**src/rtl/wpg_pkg.sv**
```systemverilog
package wpg_pkg;
  localparam logic [7:0] OPC_WREN  = 8'h06;
  localparam logic [7:0] OPC_WRDI  = 8'h04;
  localparam logic [7:0] OPC_RDSR  = 8'h05;
  localparam logic [7:0] OPC_WRSR  = 8'h01;
  localparam logic [7:0] OPC_PROG  = 8'h02;
  localparam logic [7:0] OPC_SECT  = 8'h20;
  localparam logic [7:0] OPC_BLK32 = 8'h52;
  localparam logic [7:0] OPC_BLK64 = 8'hD8;
  localparam logic [7:0] OPC_CHIPA = 8'hC7;
  localparam logic [7:0] OPC_CHIPB = 8'h60;
  localparam logic [7:0] OPC_SLEEP = 8'hB9;
  localparam logic [7:0] OPC_WAKE  = 8'hAB;
  localparam logic [7:0] OPC_OTP   = 8'h3A;

  localparam logic [2:0] K_PROG  = 3'd0;
  localparam logic [2:0] K_SECT  = 3'd1;
  localparam logic [2:0] K_BLK32 = 3'd2;
  localparam logic [2:0] K_BLK64 = 3'd3;
  localparam logic [2:0] K_CHIP  = 3'd4;
  localparam logic [2:0] K_WRSR  = 3'd5;

  // Protection of one 32 KB half, chosen by address bit 15.
  function automatic logic half_locked(input logic [1:0] bp_lo, input logic tb,
                                       input logic upper);
    if (bp_lo[1])            return 1'b1;
    else if (bp_lo == 2'b01) return tb ? !upper : upper;
    else                     return 1'b0;
  endfunction

  function automatic logic any_locked(input logic [1:0] bp_lo);
    return bp_lo != 2'b00;
  endfunction

  // Address of a byte inside a page program; wraps within the page.
  function automatic logic [23:0] page_wrap(input logic [23:0] base,
                                            input logic [7:0] idx);
    logic [7:0] low;
    low = base[7:0] + idx;
    return {base[23:8], low};
  endfunction
endpackage

```
**src/rtl/wpg_decode.sv**
```systemverilog
module wpg_decode
  import wpg_pkg::*;
#(
  parameter int BITS_W = 16
) (
  input  logic              cmd_valid,
  input  logic [7:0]        cmd_op,
  input  logic [BITS_W-1:0] cmd_bits,
  input  logic [23:0]       cmd_addr,
  input  logic              wp_n,
  input  logic              wip,
  input  logic              wel,
  input  logic              srp,
  input  logic              tb,
  input  logic [2:0]        bp,
  input  logic              pd,
  output logic              go_wren,
  output logic              go_wrdi,
  output logic              go_rdsr,
  output logic              go_sleep,
  output logic              go_wake,
  output logic              go_otp,
  output logic              go_launch,
  output logic [2:0]        launch_kind
);
  localparam logic [BITS_W-1:0] LEN_BYTE = BITS_W'(8);
  localparam logic [BITS_W-1:0] LEN_ADDR = BITS_W'(32);
  localparam logic [BITS_W-1:0] LEN_PROG = BITS_W'(40);
  localparam logic [BITS_W-1:0] LEN_SR1  = BITS_W'(16);
  localparam logic [BITS_W-1:0] LEN_SR2  = BITS_W'(24);

  logic byte_ok, idle_gate, simple_ok;
  logic is_write, len_ok, target_locked;

  assign byte_ok   = (cmd_bits[2:0] == 3'b000) && (cmd_bits >= LEN_BYTE);
  assign idle_gate = cmd_valid && !wip && !pd;
  assign simple_ok = idle_gate && byte_ok;

  assign go_rdsr  = cmd_valid && !pd && (cmd_op == OPC_RDSR);
  assign go_wake  = cmd_valid && !wip && (cmd_op == OPC_WAKE);
  assign go_wren  = simple_ok && (cmd_op == OPC_WREN);
  assign go_wrdi  = simple_ok && (cmd_op == OPC_WRDI);
  assign go_sleep = simple_ok && (cmd_op == OPC_SLEEP);
  assign go_otp   = simple_ok && (cmd_op == OPC_OTP);

  always_comb begin
    is_write      = 1'b1;
    len_ok        = 1'b0;
    target_locked = 1'b0;
    launch_kind   = K_PROG;
    case (cmd_op)
      OPC_PROG: begin
        launch_kind   = K_PROG;
        len_ok        = cmd_bits >= LEN_PROG;
        target_locked = half_locked(bp[1:0], tb, cmd_addr[15]);
      end
      OPC_SECT: begin
        launch_kind   = K_SECT;
        len_ok        = cmd_bits >= LEN_ADDR;
        target_locked = half_locked(bp[1:0], tb, cmd_addr[15]);
      end
      OPC_BLK32: begin
        launch_kind   = K_BLK32;
        len_ok        = cmd_bits >= LEN_ADDR;
        target_locked = half_locked(bp[1:0], tb, cmd_addr[15]);
      end
      OPC_BLK64: begin
        launch_kind   = K_BLK64;
        len_ok        = cmd_bits >= LEN_ADDR;
        target_locked = any_locked(bp[1:0]);
      end
      OPC_CHIPA, OPC_CHIPB: begin
        launch_kind   = K_CHIP;
        len_ok        = 1'b1;
        target_locked = any_locked(bp[1:0]);
      end
      OPC_WRSR: begin
        launch_kind   = K_WRSR;
        len_ok        = (cmd_bits == LEN_SR1) || (cmd_bits == LEN_SR2);
        target_locked = srp && !wp_n;
      end
      default: is_write = 1'b0;
    endcase
  end

  assign go_launch = simple_ok && is_write && len_ok && wel && !target_locked;
endmodule

```
**src/rtl/wpg_busy.sv**
```systemverilog
module wpg_busy
  import wpg_pkg::*;
#(
  parameter int T_PROG  = 20,
  parameter int T_SECT  = 40,
  parameter int T_BLK32 = 60,
  parameter int T_BLK64 = 80,
  parameter int T_CHIP  = 100,
  parameter int T_WRSR  = 16
) (
  input  logic       clk,
  input  logic       rst_n,
  input  logic       launch,
  input  logic [2:0] kind,
  output logic       wip,
  output logic       done
);
  localparam int T_MAX = (T_PROG > T_SECT ? T_PROG : T_SECT) >
                         (T_BLK32 > T_BLK64 ? T_BLK32 : T_BLK64) ?
                         (T_PROG > T_SECT ? T_PROG : T_SECT) :
                         (T_BLK32 > T_BLK64 ? T_BLK32 : T_BLK64);
  localparam int T_TOP = (T_MAX > T_CHIP ? T_MAX : T_CHIP) > T_WRSR ?
                         (T_MAX > T_CHIP ? T_MAX : T_CHIP) : T_WRSR;
  localparam int CW = $clog2(T_TOP + 1);

  logic [CW-1:0] remain;

  function automatic logic [CW-1:0] span_of(input logic [2:0] k);
    case (k)
      K_PROG:  return CW'(T_PROG - 1);
      K_SECT:  return CW'(T_SECT - 1);
      K_BLK32: return CW'(T_BLK32 - 1);
      K_BLK64: return CW'(T_BLK64 - 1);
      K_CHIP:  return CW'(T_CHIP - 1);
      default: return CW'(T_WRSR - 1);
    endcase
  endfunction

  assign done = wip && (remain == '0);

  always_ff @(posedge clk or negedge rst_n) begin
    if (!rst_n) begin
      wip    <= 1'b0;
      remain <= '0;
    end else if (launch) begin
      wip    <= 1'b1;
      remain <= span_of(kind);
    end else if (done) begin
      wip    <= 1'b0;
    end else if (wip) begin
      remain <= remain - 1'b1;
    end
  end

  a_r10_launch_sets_busy: assert property (@(posedge clk) disable iff (!rst_n)
    launch |=> wip);
  a_r10_no_launch_when_busy: assert property (@(posedge clk) disable iff (!rst_n)
    wip |-> !launch);
endmodule

```
**src/rtl/wpg_status.sv**
```systemverilog
module wpg_status
  import wpg_pkg::*;
(
  input  logic       clk,
  input  logic       rst_n,
  input  logic       go_wren,
  input  logic       go_wrdi,
  input  logic       go_sleep,
  input  logic       go_wake,
  input  logic       go_otp,
  input  logic       go_launch,
  input  logic [2:0] launch_kind,
  input  logic [7:0] wr_byte,
  input  logic       done,
  output logic       wel,
  output logic       srp,
  output logic       tb,
  output logic [2:0] bp,
  output logic       pd,
  output logic       otp
);
  logic       pend_wrsr;
  logic       pend_otp;
  logic [7:0] pend_byte;

  always_ff @(posedge clk or negedge rst_n) begin
    if (!rst_n) begin
      wel       <= 1'b0;
      srp       <= 1'b0;
      tb        <= 1'b0;
      bp        <= 3'b000;
      pd        <= 1'b0;
      otp       <= 1'b0;
      pend_wrsr <= 1'b0;
      pend_otp  <= 1'b0;
      pend_byte <= 8'h00;
    end else begin
      if (go_wren) wel <= 1'b1;
      if (go_wrdi) begin
        wel <= 1'b0;
        otp <= 1'b0;
      end
      if (go_otp)   otp <= 1'b1;
      if (go_sleep) pd  <= 1'b1;
      if (go_wake)  pd  <= 1'b0;
      if (go_launch) begin
        pend_wrsr <= (launch_kind == K_WRSR);
        pend_otp  <= otp;
        pend_byte <= wr_byte;
      end
      if (done) begin
        wel       <= 1'b0;
        pend_wrsr <= 1'b0;
        if (pend_wrsr) begin
          if (pend_otp) begin
            srp <= 1'b1;
          end else begin
            srp <= pend_byte[7];
            tb  <= pend_byte[5];
            bp  <= pend_byte[4:2];
          end
        end
      end
    end
  end

  a_r1_done_clears_wel: assert property (@(posedge clk) disable iff (!rst_n)
    done |=> !wel);
  a_r12_otp_write_sets_lock: assert property (@(posedge clk) disable iff (!rst_n)
    (done && pend_wrsr && pend_otp) |=> srp);
endmodule

```
**src/rtl/wp_cmd_gate.sv**
```systemverilog
module wp_cmd_gate
  import wpg_pkg::*;
#(
  parameter int BITS_W  = 16,
  parameter int T_PROG  = 20,
  parameter int T_SECT  = 40,
  parameter int T_BLK32 = 60,
  parameter int T_BLK64 = 80,
  parameter int T_CHIP  = 100,
  parameter int T_WRSR  = 16
) (
  input  logic              clk,
  input  logic              rst_n,
  input  logic              cmd_valid,
  input  logic [7:0]        cmd_op,
  input  logic [BITS_W-1:0] cmd_bits,
  input  logic [23:0]       cmd_addr,
  input  logic [7:0]        cmd_data,
  input  logic              wp_n,
  input  logic [7:0]        pp_byte_idx,
  output logic [7:0]        status_q,
  output logic              op_start,
  output logic [2:0]        op_kind,
  output logic [23:0]       op_addr,
  output logic [23:0]       pp_byte_addr,
  output logic              rdsr_ack,
  output logic              wake_ack,
  output logic              pd_state,
  output logic              otp_state
);
  logic       wip, done, wel, srp, tb, pd, otp;
  logic [2:0] bp;
  logic       go_wren, go_wrdi, go_rdsr, go_sleep, go_wake, go_otp, go_launch;
  logic [2:0] launch_kind;
  logic [23:0] prog_base;

  wpg_decode #(.BITS_W(BITS_W)) u_decode (
    .cmd_valid(cmd_valid), .cmd_op(cmd_op), .cmd_bits(cmd_bits),
    .cmd_addr(cmd_addr), .wp_n(wp_n), .wip(wip), .wel(wel), .srp(srp),
    .tb(tb), .bp(bp), .pd(pd),
    .go_wren(go_wren), .go_wrdi(go_wrdi), .go_rdsr(go_rdsr),
    .go_sleep(go_sleep), .go_wake(go_wake), .go_otp(go_otp),
    .go_launch(go_launch), .launch_kind(launch_kind)
  );

  wpg_busy #(
    .T_PROG(T_PROG), .T_SECT(T_SECT), .T_BLK32(T_BLK32),
    .T_BLK64(T_BLK64), .T_CHIP(T_CHIP), .T_WRSR(T_WRSR)
  ) u_busy (
    .clk(clk), .rst_n(rst_n), .launch(go_launch), .kind(launch_kind),
    .wip(wip), .done(done)
  );

  wpg_status u_status (
    .clk(clk), .rst_n(rst_n), .go_wren(go_wren), .go_wrdi(go_wrdi),
    .go_sleep(go_sleep), .go_wake(go_wake), .go_otp(go_otp),
    .go_launch(go_launch), .launch_kind(launch_kind), .wr_byte(cmd_data),
    .done(done), .wel(wel), .srp(srp), .tb(tb), .bp(bp), .pd(pd), .otp(otp)
  );

  always_ff @(posedge clk or negedge rst_n) begin
    if (!rst_n) begin
      op_start  <= 1'b0;
      op_kind   <= K_PROG;
      op_addr   <= 24'h0;
      prog_base <= 24'h0;
      rdsr_ack  <= 1'b0;
      wake_ack  <= 1'b0;
    end else begin
      op_start <= go_launch;
      rdsr_ack <= go_rdsr;
      wake_ack <= go_wake;
      if (go_launch) begin
        op_kind <= launch_kind;
        op_addr <= cmd_addr;
        if (launch_kind == K_PROG) prog_base <= cmd_addr;
      end
    end
  end

  assign status_q     = {srp, 1'b0, tb, bp, wel, wip};
  assign pp_byte_addr = page_wrap(prog_base, pp_byte_idx);
  assign pd_state     = pd;
  assign otp_state    = otp;

  a_r2_launch_needs_wel: assert property (@(posedge clk) disable iff (!rst_n)
    op_start |-> $past(wel));
  a_r4_busy_blocks_launch: assert property (@(posedge clk) disable iff (!rst_n)
    (wip && cmd_valid) |=> !op_start);
  a_r5_hw_lock_blocks_wrsr: assert property (@(posedge clk) disable iff (!rst_n)
    (op_start && op_kind == K_WRSR) |-> $past(!(srp && !wp_n)));
  a_r8_sleep_silences: assert property (@(posedge clk) disable iff (!rst_n)
    (pd && cmd_valid && cmd_op != OPC_WAKE) |=> (!op_start && !rdsr_ack));
  a_r10_start_with_busy: assert property (@(posedge clk) disable iff (!rst_n)
    op_start |-> wip);
  a_r13_single_pulse: assert property (@(posedge clk) disable iff (!rst_n)
    op_start |=> !op_start);
endmodule

```
**config.mk**
```make
export PLATFORM = sky130hd
export DESIGN_NAME = wp_cmd_gate
export DESIGN_NICKNAME = d
export VERILOG_FILES = /design/src/rtl/wpg_pkg.sv /design/src/rtl/wpg_decode.sv /design/src/rtl/wpg_busy.sv /design/src/rtl/wpg_status.sv /design/src/rtl/wp_cmd_gate.sv
export SDC_FILE = /design/constraint.sdc
export NUM_CORES = 1
export LEC_CHECK = 0
export ABC_AREA = 1
export ABC_CLOCK_PERIOD_IN_PS = 3210
export BUFFER_PORTS_ARGS = -buffer_cell sky130_fd_sc_hd__buf_2
export CORE_MARGIN = 4
export CORE_UTILIZATION = 35
export DETAILED_ROUTE_END_ITERATION = 7
export GPL_TIMING_DRIVEN = 0
export HOLD_SLACK_MARGIN = 0.06
export PLACE_DENSITY_LB_ADDON = 0.1
export REMOVE_ABC_BUFFERS = 1
export SLEW_MARGIN = 40
export SYNTH_ARGS = -nofsm -noshare
export SYNTH_HDL_FRONTEND = slang
export SYNTH_SLANG_ARGS = --single-unit
```
**constraint.sdc**
```tcl
create_clock -name clk -period 3.21 [get_ports clk]
set_input_delay 0.1605 -clock clk [delete_from_list [all_inputs] [get_ports clk]]
set_output_delay 0.1605 -clock clk [all_outputs]
set_load 0.1 [all_outputs]
```
==> results.md <==
- Status: finished clean
- Peak VDD IR: 0.000270 V
- Non-Filler Instances: 820
- Worst setup EP type: output port
- First-pass GRT wire length: approximately 16 mm
- Drt wl/cell: 12.5 um
- Final-report hold violation count: 0
- Post-Syn Area: around 4100 um2
- Worst Hold Class: input port to flop
- Core box area: 11500 um2
- Critical path, cell by cell: ha_1 -> a21oi_1 -> nand2_1 -> nand2_1 -> nand2_1 -> a21oi_1 -> nor2_1 -> o21ai_0 -> nand3b_1 -> nand2_1 -> buf_2
- Synth Instances: 543
- Crit path DAT: 2.49 ns
- Power per cell area: 434 nW/um2
- Number of synthesis warnings: 0
- I/O Pins: 132
- Ys async rst share: 1.00
- Row count: 39
- Layout Utilization: 0.461
- Yosys reg bits: 77
- CP dominant cell by count: nand2_1
- Final hold slack: 0.0719 ns
- Leakage power: 0.00315 uW
- Max Clk Rate: around 380 MHz
- Tcrit/Tclk final: 0.827
- Footprint of the multi-input gates: 1790 um2
- Critical Path RT: 3.05 ns
- PortBufs: 127
- Die Ht: 117 um
- Via density: 4.48
- Top cell type's share of synthesized area: 0.465
- Post-synth EDFFs: 0
- Antenna Nets Post-Route: 0
- Aggregate global routing overflow: 0
- Synth area leader: dfrtp_1
- Initial antenna violation count: 0
- Leading post-synthesis cells by cell area: dfrtp_1 (46%), nand2_1 (19%), buf_4 (4.5%)
- WHS Path Cells: 3
- Clock Latency Late Sink: 0.34 ns
- Initial cell density of the core: 0.360
- Final GP Congestion: 0.832
- GRT Total Usage: 0.152
- CP startpoint kind: flop
- Post-detailed-routing wire length: 10.3 mm
- Clock-pin slew on the worst setup and hold paths: approximately 0.06 ns
- Most common cell after layout, fill and taps aside: nand2_1
- CTS tree: built
- Final setup TNS: 0 ns
- DR vias: ~3700
- Commonest cells after routing, fill and taps aside: nand2_1 (207), buf_2 (126), dfrtp_1 (77), nor2_1 (49), inv_1 (38)
- Post-synthesis sequential area ratio: 0.465
- Setup-failing EPs final: 0
- Root Driver: clkbuf_16
- Slew Limit Headroom: 0.553
- Final net count: approximately 750
- Netlist cell types: 32
- Vias in the first global route: 3439
- CTS sink cnt: slightly below 80
- TritonCTS buffer count: 9
- Post-cts resize count: 0
- CP max stage delay: 0.41 ns
- Crit path max fanout: 4
- Total Die Area: 13600 um2
- RSZ-0062 raised after global routing: false
- FILL cells: 1185
- Cell total after placement: about 780
- CTS H-tree depth: 3
- Slew Viols, Final: 0
- Clock tree buffer depth: 2
- Fin Clk Skew: 0.00578 ns
- Largest net degree at the start of global routing: 57
- Min cycle time layout: approximately 2.7 ns
- Share of cells above drive strength 1: 0.259
- Router iterations before antenna repair: 4
- Iteration-0 DRC Markers: 167
- CP max stage cell: buf_2
- WS Path Type: flop to output port
- Synthesis-to-finish area growth: 28.0%
- R2R cell count: 11
- DR DRC count: 0
- Tot Pwr: 2300 uW
- Syn_area_per_cell: about 7.6 um2
- Sequential cell area: 1930 um2
- Max_cap viols: 0
- Die Wd: 117 um
- Worst-Margin Slew: 0.669 ns
- HPWL Detailed: ~7.3 mm
- Dominant synthesized flop cell: dfrtp_1
## logic make-up (layout without fill, tap and decap cells)
group	Yosys count	after routing	share of synthesized area
XOR/XNOR	10	10	0.0211
buffers and inverters	83	216	0.105
adder cells (fa/ha/maj)	10	10	0.0320
AND/OR/NAND/NOR	313	313	0.315
flip-flops	77	77	0.465
other	1	2	0.000905
AO/OA/AOI/OAI	49	49	0.0610
## state kept, by name (all words and copies together), names as in the netlist
name,cells
op_addr,24
prog_base,24
u_busy.remain,7
u_status.pend_byte,5
op_kind,3
u_status.bp,3
op_start,1
rdsr_ack,1
u_busy.wip,1
u_status.otp,1
u_status.pd,1
u_status.pend_otp,1
u_status.pend_wrsr,1
u_status.srp,1
u_status.tb,1
u_status.wel,1
wake_ack,1
## routing by layer
| metal | share of wire | wire length, um | vias up | global-route usage |
|---|---|---|---|---|
| met3 | 0.065 | 664 | 11 | 0.0308 |
| met2 | 0.45 | 4610 | 96 | 0.237 |
| met1 | 0.47 | 4840 | 1635 | 0.206 |
| met5 | 0 | 0 | - | 0 |
| li1 | - | - | 1931 | - |
| met4 | 0.017 | 173 | 0 | 0.0665 |
## cell usage after synthesis (9+ instances only)
cell type / number
nand2_1: 207
dfrtp_1: 77
nor2_1: 49
inv_1: 38
buf_4: 25
nand3_1: 25
o21ai_0: 19
nand2_2: 15
o21ai_1: 14
a21oi_1: 13
ha_1: 9
inv_2: 9
## final cells by class
cell class / count / area share
Timing Repair Buffer: 152 / 0.170
Tap cell: 143 / 0.0337
Clock buffer: 10 / 0.0432
Clock inverter: 6 / 0.0177
Antenna cell: 1 / 0.000472
Inverter: 48 / 0.0344
Multi-Input combinational cell: 383 / 0.337
Sequential cell: 77 / 0.363
## critical path: cells and delay by family (launching register included)
family / cells / cell delay, ns
buffers and inverters: 1 / 0.41
AO/OA/AOI/OAI: 3 / 0.58
AND/OR/NAND/NOR: 6 / 0.43
flip-flops: 1 / 0.39
adder cells (fa/ha/maj): 1 / 0.34
## power by group
part	internal [uW]	leakage, uW	switching [uW]
sequential	971	0.00105	0.478
combinational	72.2	0.00195	147
clock	688	0.000154	422
total	1730	0.00315	570
## what timing repair did
item / CTS / global route
hold endpoints to repair: 90 / 0
hold buffers: 24 / 0
setup buffers: 0 / 0
endpoints found under the setup margin: 0 / 0
## worst paths after layout
path                         startpoint               endpoint  slack, ns
setup reg to reg             u_busy.wip           prog_base[8]       0.71
min in group asynchronous         rst_n       u_busy.remain[1]       0.33
max in group asynchronous         rst_n           prog_base[1]       2.36
hold / removal              cmd_data[5]  u_status.pend_byte[5]       0.07
setup / recovery           prog_base[2]        pp_byte_addr[7]       0.56
hold reg to reg             op_addr[11]            op_addr[11]       0.47
## through the flow
| stage | instance area (um2) | worst slack, ns |
|---|---|---|
| floorplan | 3890 | 0.105 |
| global placement | 4710 | 0.283 |
| detailed placement | 4740 | 0.700 |
| CTS | 5300 | 0.529 |
| global route | 5300 | 0.350 |
| finish | 5300 | 0.556 |
No activity file was read; power rests on OpenSTA's default activity.
